### config.mk
export PLATFORM = sky130hd
export DESIGN_NAME = ring_readout_chain
export DESIGN_NICKNAME = d
export VERILOG_FILES = /design/src/rtl/ring_ro_pkg.sv /design/src/rtl/ring_ro_phase.sv /design/src/rtl/ring_ro_node.sv /design/src/rtl/ring_ro_bus.sv /design/src/rtl/ring_readout_chain.sv
export SDC_FILE = /design/constraint.sdc
export NUM_CORES = 1
export LEC_CHECK = 0
export BUFFER_PORTS_ARGS = -buffer_cell sky130_fd_sc_hd__buf_2
export CORE_MARGIN = 2
export CORE_UTILIZATION = 51
export DETAILED_ROUTE_END_ITERATION = 12
export PLACE_DENSITY = 0.72
export REMOVE_ABC_BUFFERS = 1
export SLEW_MARGIN = 5
export SYNTH_ARGS = -nofsm -noshare
export SYNTH_HDL_FRONTEND = slang
export SYNTH_SLANG_ARGS = --single-unit
### constraint.sdc
create_clock -name clk -period 2.45 [get_ports clk]
set_clock_uncertainty 0.15 [all_clocks]
set_input_delay 0.245 -clock clk [delete_from_list [all_inputs] [get_ports clk]]
set_output_delay 0.245 -clock clk [all_outputs]
set_load 0.02 [all_outputs]
### src/rtl/ring_ro_pkg.sv
package ring_ro_pkg;

    typedef enum logic [1:0] {
        PH_IDLE = 2'd0,
        PH_ACQ  = 2'd1,
        PH_CONV = 2'd2,
        PH_READ = 2'd3
    } phase_e;

    typedef enum logic [1:0] {
        ND_WAIT = 2'd0,
        ND_SEND = 2'd1,
        ND_DONE = 2'd2
    } node_e;

    typedef struct packed {
        logic acq;
        logic conv;
        logic rd;
    } strobe_t;

    function automatic phase_e phase_step(phase_e cur, strobe_t s, logic turn_done);
        case (cur)
            PH_IDLE: return s.acq  ? PH_ACQ  : PH_IDLE;
            PH_ACQ:  return s.conv ? PH_CONV : PH_ACQ;
            PH_CONV: return s.rd   ? PH_READ : PH_CONV;
            PH_READ: return turn_done ? PH_IDLE : PH_READ;
            default: return PH_IDLE;
        endcase
    endfunction

    function automatic int unsigned id_width(int unsigned n);
        return (n > 1) ? $clog2(n) : 1;
    endfunction

endpackage

### src/rtl/ring_ro_phase.sv
module ring_ro_phase
    import ring_ro_pkg::*;
(
    input  logic    clk,
    input  logic    rst,
    input  strobe_t stb,
    input  logic    turn_done,
    output phase_e  ph,
    output logic    read_go
);

    always_ff @(posedge clk) begin
        if (rst) begin
            ph <= PH_IDLE;
        end else begin
            ph <= phase_step(ph, stb, turn_done);
        end
    end

    assign read_go = (ph == PH_CONV) && stb.rd;

endmodule

### src/rtl/ring_ro_node.sv
module ring_ro_node
    import ring_ro_pkg::*;
#(
    parameter int CNT_W   = 4,
    parameter int ID_W    = 3,
    parameter int CHIP_ID = 0
) (
    input  logic                  clk,
    input  logic                  rst,
    input  logic                  load,
    input  logic [CNT_W-1:0]      ev_count,
    input  logic                  in_read,
    input  logic                  tok_in,
    output logic                  tok_out,
    output logic                  turn_done,
    output logic                  drive,
    output logic [ID_W+CNT_W-1:0] word
);

    localparam logic [CNT_W-1:0] ONE  = {{(CNT_W-1){1'b0}}, 1'b1};
    localparam logic [CNT_W-1:0] ZERO = '0;
    localparam logic [ID_W-1:0]  MY_ID = ID_W'(CHIP_ID);

    node_e            state_q;
    logic [CNT_W-1:0] cnt_q;
    logic [CNT_W-1:0] idx_q;
    logic             tok_q;
    logic [CNT_W-1:0] last_idx;

    assign last_idx = cnt_q - ONE;

    always_comb begin
        turn_done = 1'b0;
        if (in_read) begin
            if (state_q == ND_WAIT && tok_in && cnt_q == ZERO) begin
                turn_done = 1'b1;
            end
            if (state_q == ND_SEND && idx_q == last_idx) begin
                turn_done = 1'b1;
            end
        end
    end

    always_ff @(posedge clk) begin
        if (rst) begin
            state_q <= ND_WAIT;
            cnt_q   <= ZERO;
            idx_q   <= ZERO;
            tok_q   <= 1'b0;
        end else begin
            tok_q <= turn_done;
            if (load) begin
                state_q <= ND_WAIT;
                cnt_q   <= ev_count;
                idx_q   <= ZERO;
            end else begin
                case (state_q)
                    ND_WAIT: begin
                        if (in_read && tok_in) begin
                            state_q <= (cnt_q == ZERO) ? ND_DONE : ND_SEND;
                            idx_q   <= ZERO;
                        end
                    end
                    ND_SEND: begin
                        if (turn_done) begin
                            state_q <= ND_DONE;
                        end else begin
                            idx_q <= idx_q + ONE;
                        end
                    end
                    default: state_q <= ND_DONE;
                endcase
            end
        end
    end

    assign tok_out = tok_q;
    assign drive   = (state_q == ND_SEND);
    assign word    = {MY_ID, idx_q};

endmodule

### src/rtl/ring_ro_bus.sv
module ring_ro_bus #(
    parameter int N = 5,
    parameter int W = 7
) (
    input  logic [N-1:0]   en,
    input  logic [N*W-1:0] words,
    output logic [W-1:0]   data,
    output logic           valid
);

    always_comb begin
        data  = '0;
        valid = 1'b0;
        for (int k = 0; k < N; k++) begin
            if (en[k]) begin
                data  = data | words[k*W +: W];
                valid = 1'b1;
            end
        end
    end

endmodule

### src/rtl/ring_readout_chain.sv
module ring_readout_chain
    import ring_ro_pkg::*;
#(
    parameter int NUM_CHIPS = 5,
    parameter int CNT_W     = 4,
    localparam int ID_W     = id_width(NUM_CHIPS),
    localparam int DATA_W   = ID_W + CNT_W
) (
    input  logic                       clk,
    input  logic                       rst,
    input  logic                       stb_acq,
    input  logic                       stb_conv,
    input  logic                       stb_read,
    input  logic [NUM_CHIPS*CNT_W-1:0] ev_count,
    output logic [NUM_CHIPS-1:0]       bus_en,
    output logic                       bus_valid,
    output logic [DATA_W-1:0]          bus_data,
    output logic                       chain_done,
    output logic [2*NUM_CHIPS-1:0]     chip_phase
);

    strobe_t                     stb;
    logic [NUM_CHIPS-1:0]        tok_in;
    logic [NUM_CHIPS-1:0]        tok_out;
    logic [NUM_CHIPS-1:0]        turn_done;
    logic [NUM_CHIPS-1:0]        read_go;
    logic [NUM_CHIPS-1:0]        drive;
    logic [NUM_CHIPS*DATA_W-1:0] words;
    phase_e                      ph [NUM_CHIPS];
    logic                        start_q;

    assign stb = '{acq: stb_acq, conv: stb_conv, rd: stb_read};

    always_ff @(posedge clk) begin
        if (rst) begin
            start_q <= 1'b0;
        end else begin
            start_q <= read_go[0];
        end
    end

    for (genvar g = 0; g < NUM_CHIPS; g++) begin : g_chip
        if (g == 0) begin : g_head
            assign tok_in[g] = start_q;
        end else begin : g_link
            assign tok_in[g] = tok_out[g-1];
        end

        ring_ro_phase u_phase (
            .clk       (clk),
            .rst       (rst),
            .stb       (stb),
            .turn_done (turn_done[g]),
            .ph        (ph[g]),
            .read_go   (read_go[g])
        );

        ring_ro_node #(
            .CNT_W   (CNT_W),
            .ID_W    (ID_W),
            .CHIP_ID (g)
        ) u_node (
            .clk       (clk),
            .rst       (rst),
            .load      (read_go[g]),
            .ev_count  (ev_count[g*CNT_W +: CNT_W]),
            .in_read   (ph[g] == PH_READ),
            .tok_in    (tok_in[g]),
            .tok_out   (tok_out[g]),
            .turn_done (turn_done[g]),
            .drive     (drive[g]),
            .word      (words[g*DATA_W +: DATA_W])
        );

        assign chip_phase[2*g +: 2] = ph[g];
    end

    ring_ro_bus #(
        .N (NUM_CHIPS),
        .W (DATA_W)
    ) u_bus (
        .en    (drive),
        .words (words),
        .data  (bus_data),
        .valid (bus_valid)
    );

    assign bus_en     = drive;
    assign chain_done = tok_out[NUM_CHIPS-1];

endmodule

# --- Word level (Yosys, flattened, before mapping) ---
# Index checks and enable logic that the tools add are counted.
classes:
  n_addsub: 10
  n_mul: 0
  div_mod_pow: 0
  magnitude_cmp: 0
  n_eq_ne: 40
  shift: 0
  mux: 73
  bitwise: 4
  n_reduce_logical: 60
op_table:
  columns: ["operator", "count"]
  rows:
  - ["two-way mux 4 bit", 11]
  - ["two-way mux 2 bit", 21]
  - ["one-hot mux 2 bit (4 select lines)", 5]
  - ["one-hot mux 4 bit (2 select lines)", 5]
  - ["!= test 2 bit, second input constant", 15]
  - ["two-way mux 7 bit", 4]
  - ["logical AND 1 bit", 25]
  - ["two-way mux 1 bit", 22]
  - ["adder 4 x 1 -> 4 bit, second input constant", 5]
  - ["== test 2 x 1 -> 1 bit, second input constant", 10]
  - ["== test 2 bit, second input constant", 10]
  - ["== test 4 bit", 5]
  - ["zero test 2 bit", 10]
  - ["zero test 4 bit", 5]
  - ["one-hot mux 2 bit (2 select lines)", 5]
  - ["subtractor 4 x 1 -> 4 bit, second input constant", 5]
  - ["AND reduction 3 bit", 5]
  - ["OR 7 x 6 -> 7 bit", 2]
  - ["AND reduction 2 bit", 5]
  - ["nonzero test 2 bit", 5]
  - ["OR reduction 2 bit", 5]
  - ["OR 7 x 5 -> 7 bit", 1]
  - ["OR 7 bit", 1]
word_totals:
  reg_bits: 66
  latch_bits: 0
  ramBits: 0
  romBits: 0
  out_inout_bits: 24
  elab_cells: 213
  mem_count: 0

# --- Logic depth before layout (Yosys ltp) ---
depth:
  ltp_word: 10
  mapped_depth: 7
  depth_no_buf: 7

# --- By module ---
# A second synthesis with hierarchy kept.
hier_totals:
  cells_unflattened: 430
  area_unflattened_um2: 3782.4
by_module_without_submodules:
  columns: ["mod", "n_inst", "cells_per_inst", "area_per_inst_um2", "seq_area_each_um2"]
  rows:
  - ["ring_ro_node (g_chip[1].u_node ...)", 4, 67, 610.6, 220.2]
  - ["ring_ro_node (g_chip[0].u_node)", 1, 66, 606.8, 220.2]
  - ["ring_ro_phase", 5, 12, 97.6, 40.0]
  - ["ring_ro_bus", 1, 29, 180.2, 0.0]
  - ["ring_readout_chain", 1, 7, 65.1, 20.0]

# --- Worst setup path before layout ---
# Ideal clock, no wire load.
synth_path:
  kind: "reg-to-reg"
  start: "reg g_chip[3].u_node.cnt_q[0]"
  end: "reg g_chip[3].u_node.idx_q[2]"
  setup_time_ns: 0.115
  arrival_time_ns: 1.624
  slack_ns: 0.562
  stages_incl_launch_ff: 8
  path_buffers: 0
  period_less_slack_ns: 1.888
  cell_sequence: "dfxtp_1 inv_1 ha_1 xor3_1 nor3_2 a41oi_4 and3_1 o21a_1"
synth_between:
  elab_chain_len: 7
  elab_cells_between_ends: 10
  cone_classes: "add/sub (1); eq/ne (2); mux (3); reduce/logical (4)"
synth_rtl:
  columns: ["element", "line", "rtl"]
  rows:
  - ["start, declared", "ring_ro_node.sv:25", "logic [CNT_W-1:0] cnt_q;"]
  - ["start signal, assigned", "ring_ro_node.sv:54", "cnt_q <= ev_count;"]
  - ["subtractor 4 x 1 -> 4 bit / zero test 4 bit (equally long branches)", "ring_ro_node.sv:30, ring_ro_node.sv:35", null]
  - ["== test 4 bit / logical AND 1 bit (equally long branches)", "ring_ro_node.sv:38, ring_ro_node.sv:35", null]
  - ["logical AND 1 bit / two-way mux 1 bit (equally long branches)", "ring_ro_node.sv:38, ring_ro_node.sv:35", null]
  - ["two-way mux 1 bit (*)", "ring_ro_node.sv:38", "if (state_q == ND_SEND && idx_q == last_idx) begin"]
  - ["two-way mux 1 bit (*)", "ring_ro_node.sv:34", "if (in_read) begin"]
  - ["!= test 2 bit (no line) (*)", null, null]
  - ["AND reduction 3 bit (no line) (*)", null, null]
  - ["end signal, assigned", "ring_ro_node.sv:68", "idx_q <= idx_q + ONE;"]
  - ["end, declared", "ring_ro_node.sv:26", "logic [CNT_W-1:0] idx_q;"]
# Mark *: on every way between the ends. The rest lies on a longest branch, timed or not.
# A chain may end at the register's enable or synchronous reset.

# --- Final worst setup path ---
layout_path:
  start: "reg g_chip[1].u_node.state_q[1]"
  end: "out bus_valid"
layout_between:
  elab_chain_len: 5
layout_rtl:
  columns: ["element", "line", "rtl"]
  rows:
  - ["start, declared", "ring_ro_node.sv:24", "node_e state_q;"]
  - ["start signal, assigned", "ring_ro_node.sv:60", "state_q <= (cnt_q == ZERO) ? ND_DONE : ND_SEND;"]
  - ["== test 2 x 1 -> 1 bit", "ring_ro_node.sv:78", "assign drive = (state_q == ND_SEND);"]
  - ["two-way mux 1 bit (4 in a row)", "ring_ro_bus.sv:15", "if (en[k]) begin"]
  - ["end, declared", "ring_readout_chain.sv:16", "output logic bus_valid,"]
# No other way between the ends.

==> impl_metrics.json <==
{
  "cts-root-buf": "clkbuf_8",
  "ys_ff_latch": 66,
  "syn_area_per_cell_sq_um": 8.72,
  "dp.cells": 547,
  "grtUsageMet3_pct": 7.28,
  "cp_num_buf_inv": 2,
  "final_common_cell": "dfxtp_1",
  "worst_pin_slew_ns": 0.664,
  "io_buffers": 48,
  "final_cell_mix": "dfxtp_1, buf_2, nand2_1",
  "crit_required_ns": 2.06,
  "vias_per_cell": 5.60,
  "ios": 49,
  "postCtsSetupBuffers": 0,
  "dp_worst_setup_slack_ns": 0.343,
  "final.setup.tns_ns": 0,
  "grt_pass1_vias": 3004,
  "crit_arrival_ns": 1.93,
  "relSlewSlack_pct": 55.0,
  "drt_wl_total_mm": 8.69,
  "cts_max_level": 3,
  "multi_input_area_sq_um": 2150,
  "final_hold_viol_count": 0,
  "postSynthCellCount": 421,
  "crit_chain": "nand2b_1 > inv_2 > or4_1 > buf_2",
  "fin_cells": 581,
  "cp_slowest_cell": "or4_1",
  "grt_first_pass_wirelength_mm": 14.1,
  "clkLatencyLatePin_ns": 0.34,
  "gr-usage-met1_pct": 29.8,
  "critical_path_class": "flop to primary output",
  "num_vias": 3255,
  "top_usage_layer": "met2",
  "coreArea_sq_um": 6870,
  "max_freq_mhz": 430,
  "antenna_found_initial": 0,
  "cts.repair.resized": 0,
  "syn-cell-area_sq_um": 3670,
  "syn_to_final_growth_pct": 17.6,
  "ir_drop_uv": 359,
  "ys_warn_count": 0,
  "leakagePower_nw": 1.86,
  "fin_ws_ns": 0.123,
  "maxCapViolCount": 0,
  "wl_per_cell_um": 14.9,
  "drt_first_pass_iters": 4,
  "min_period_over_period_pct": 95.0,
  "rows": 30,
  "numCtsBuffers": 9,
  "global_route.usage.met2_pct": 38.1,
  "synthFlopType": "dfxtp_1",
  "powerDensity_nw_per_um2": 543,
  "clock_path_buffers": 2,
  "synth_cell_types": 59,
  "cp_max_fo": 9,
  "register_area_sq_um": 1320,
  "route.detailed.drc": 0,
  "setup_viol": 0,
  "grt_usage_pct": 23.5,
  "cp-end-kind": "primary output",
  "drt_iter0_drc": 182,
  "diodes": 0,
  "hp-class": "primary input to flop",
  "clk_pin_slew_ns": 0.07,
  "grt_overflow": 0,
  "place_congestion": 0.881,
  "yosysSeqAreaShare_pct": 36.0,
  "ant_nets": 0,
  "ys_async_sr_fraction_pct": 0,
  "drive_gt1_share_pct": 15.7,
  "initial_core_util_pct": 53.4,
  "slowest_delay_ns": 0.55,
  "fin_crit_ns": 2.33,
  "synth_edf_count": 0,
  "fill_cells": 591,
  "fin_hold_ws_ns": 0.0115,
  "nets": 519,
  "status": "complete, no violations",
  "fp.dieArea_sq_um": 7890,
  "drv_slew": 0,
  "dp.final_hpwl_mm": 6.21,
  "grt_max_degree": 29,
  "die_height_um": 88.8,
  "die_width_um": 88.8,
  "cp-start-kind": "flop",
  "final_util_pct": 62.8,
  "cts.sinks": 66,
  "rsz0062_at_grt": "false",
  "cts_tree": "yes",
  "crit_family": "simple AND/OR/NAND/NOR gates"
}
[registers in the layout (all words and copies together) (netlist names)]
register / cells
g_chip.u_node.cnt_q: 20
g_chip.u_phase.ph: 10
g_chip.u_node.idx_q: 20
start_q: 1
g_chip.u_node.state_q: 10
g_chip.u_node.tok_out: 5
[per-layer routing]
| layer | vias up | part of all wire [%] |
|---|---|---|
| li1 | 1613 | - |
| met1 | 1532 | 44 |
| met2 | 92 | 48 |
| met3 | 18 | 6.0 |
| met4 | 0 | 1.8 |
| met5 | - | 0 |
[synthesized netlist by cell type, types with 3 or more instances]
| library cell | instances | area share, % |
|---|---|---|
| o211ai_1 | 3 | 0.61 |
| dfxtp_1 | 66 | 36 |
| buf_4 | 6 | 1.2 |
| nand3b_1 | 6 | 1.2 |
| a31oi_1 | 4 | 0.68 |
| and3_1 | 10 | 1.7 |
| nor2_1 | 37 | 3.8 |
| clkbuf_1 | 8 | 0.82 |
| xnor2_1 | 15 | 3.6 |
| mux2i_1 | 19 | 5.2 |
| o31ai_1 | 6 | 1.2 |
| a311oi_1 | 4 | 0.95 |
| inv_1 | 25 | 2.6 |
| nor3_1 | 10 | 1.4 |
| ha_1 | 13 | 4.4 |
| buf_2 | 6 | 0.82 |
| and2_1 | 6 | 1.0 |
| o21a_1 | 8 | 1.6 |
| a21oi_1 | 22 | 3.0 |
| xor2_1 | 10 | 2.4 |
| nand2b_1 | 8 | 1.4 |
| a211oi_1 | 5 | 1.0 |
| a22oi_1 | 5 | 1.0 |
| nand3_1 | 17 | 2.3 |
| nand2_1 | 39 | 4.0 |
| xor3_1 | 3 | 1.9 |
| nor3b_1 | 9 | 1.8 |
| o21ai_0 | 7 | 0.95 |
| a22o_1 | 4 | 0.95 |
| a2111oi_0 | 3 | 0.72 |
[worst paths after layout]
| path | startpoint | to | slack, ns | cells after the start |
|---|---|---|---|---|
| worst max-delay path | g_chip[1].u_node.state_q[1]$_SDFFE_PP0P_ | bus_valid | 0.12 | 4 |
| worst min-delay path | ev_count[19] | g_chip[4].u_node.cnt_q[3]$_SDFFE_PP0P_ | 0.01 | 3 |
| worst max register to register | g_chip[4].u_node.state_q[0]$_SDFFE_PP0P_ | g_chip[4].u_node.idx_q[0]$_SDFFE_PP0P_ | 0.28 | 5 |
| worst min register to register | g_chip[0].u_node.state_q[1]$_SDFFE_PP0P_ | g_chip[0].u_node.state_q[1]$_SDFFE_PP0P_ | 0.34 | 1 |
[cell type report]
| type | instances | area share (%) |
|---|---|---|
| Sequential cell | 66 | 30.6 |
| Multi-Input combinational cell | 309 | 49.7 |
| Clock inverter | 3 | 0.928 |
| Timing Repair Buffer | 69 | 10.3 |
| Inverter | 26 | 2.26 |
| Clock buffer | 12 | 3.36 |
| Tap cell | 96 | 2.78 |
[metrics by stage]
stage,instance area [sq um],power [mW]
after floorplan,3570,1.35
after global routing,4320,2.45
after global placement,3940,1.44
after detailed placement,3940,1.45
final,4320,2.34
after CTS,4320,2.36
[worst min-delay path, delay by kind of cell]
family	cells	cell delay, ns
buf+inv	1	0.08
mux	1	0.07
simple gates	1	0.08
[repair_timing]
action | CTS | global route
endpoints found under the hold margin | 19 | 0
setup endpoints to repair | 0 | 0
hold buffers | 19 | 0
[where the power goes]
group	leakage [nW]	total, mW	switching, mW	internal (mW)
clock	0.0962	0.892	0.402	0.490
combinational	1.23	0.291	0.156	0.136
sequential	0.534	1.16	0.0546	1.10
[cells by family after synthesis]
| group | count (synthesis) | synth area share (%) |
|---|---|---|
| adders and majority gates | 13 | 4.43 |
| xor gates and xnor gates | 28 | 7.91 |
| DFF | 66 | 36.0 |
| muxes | 21 | 5.79 |
| AOI/OAI and AO/OA | 88 | 17.8 |
| buffers and inverters | 46 | 5.52 |
| and+or+nand+nor | 159 | 22.6 |
(Power assumes the default switching activity.)
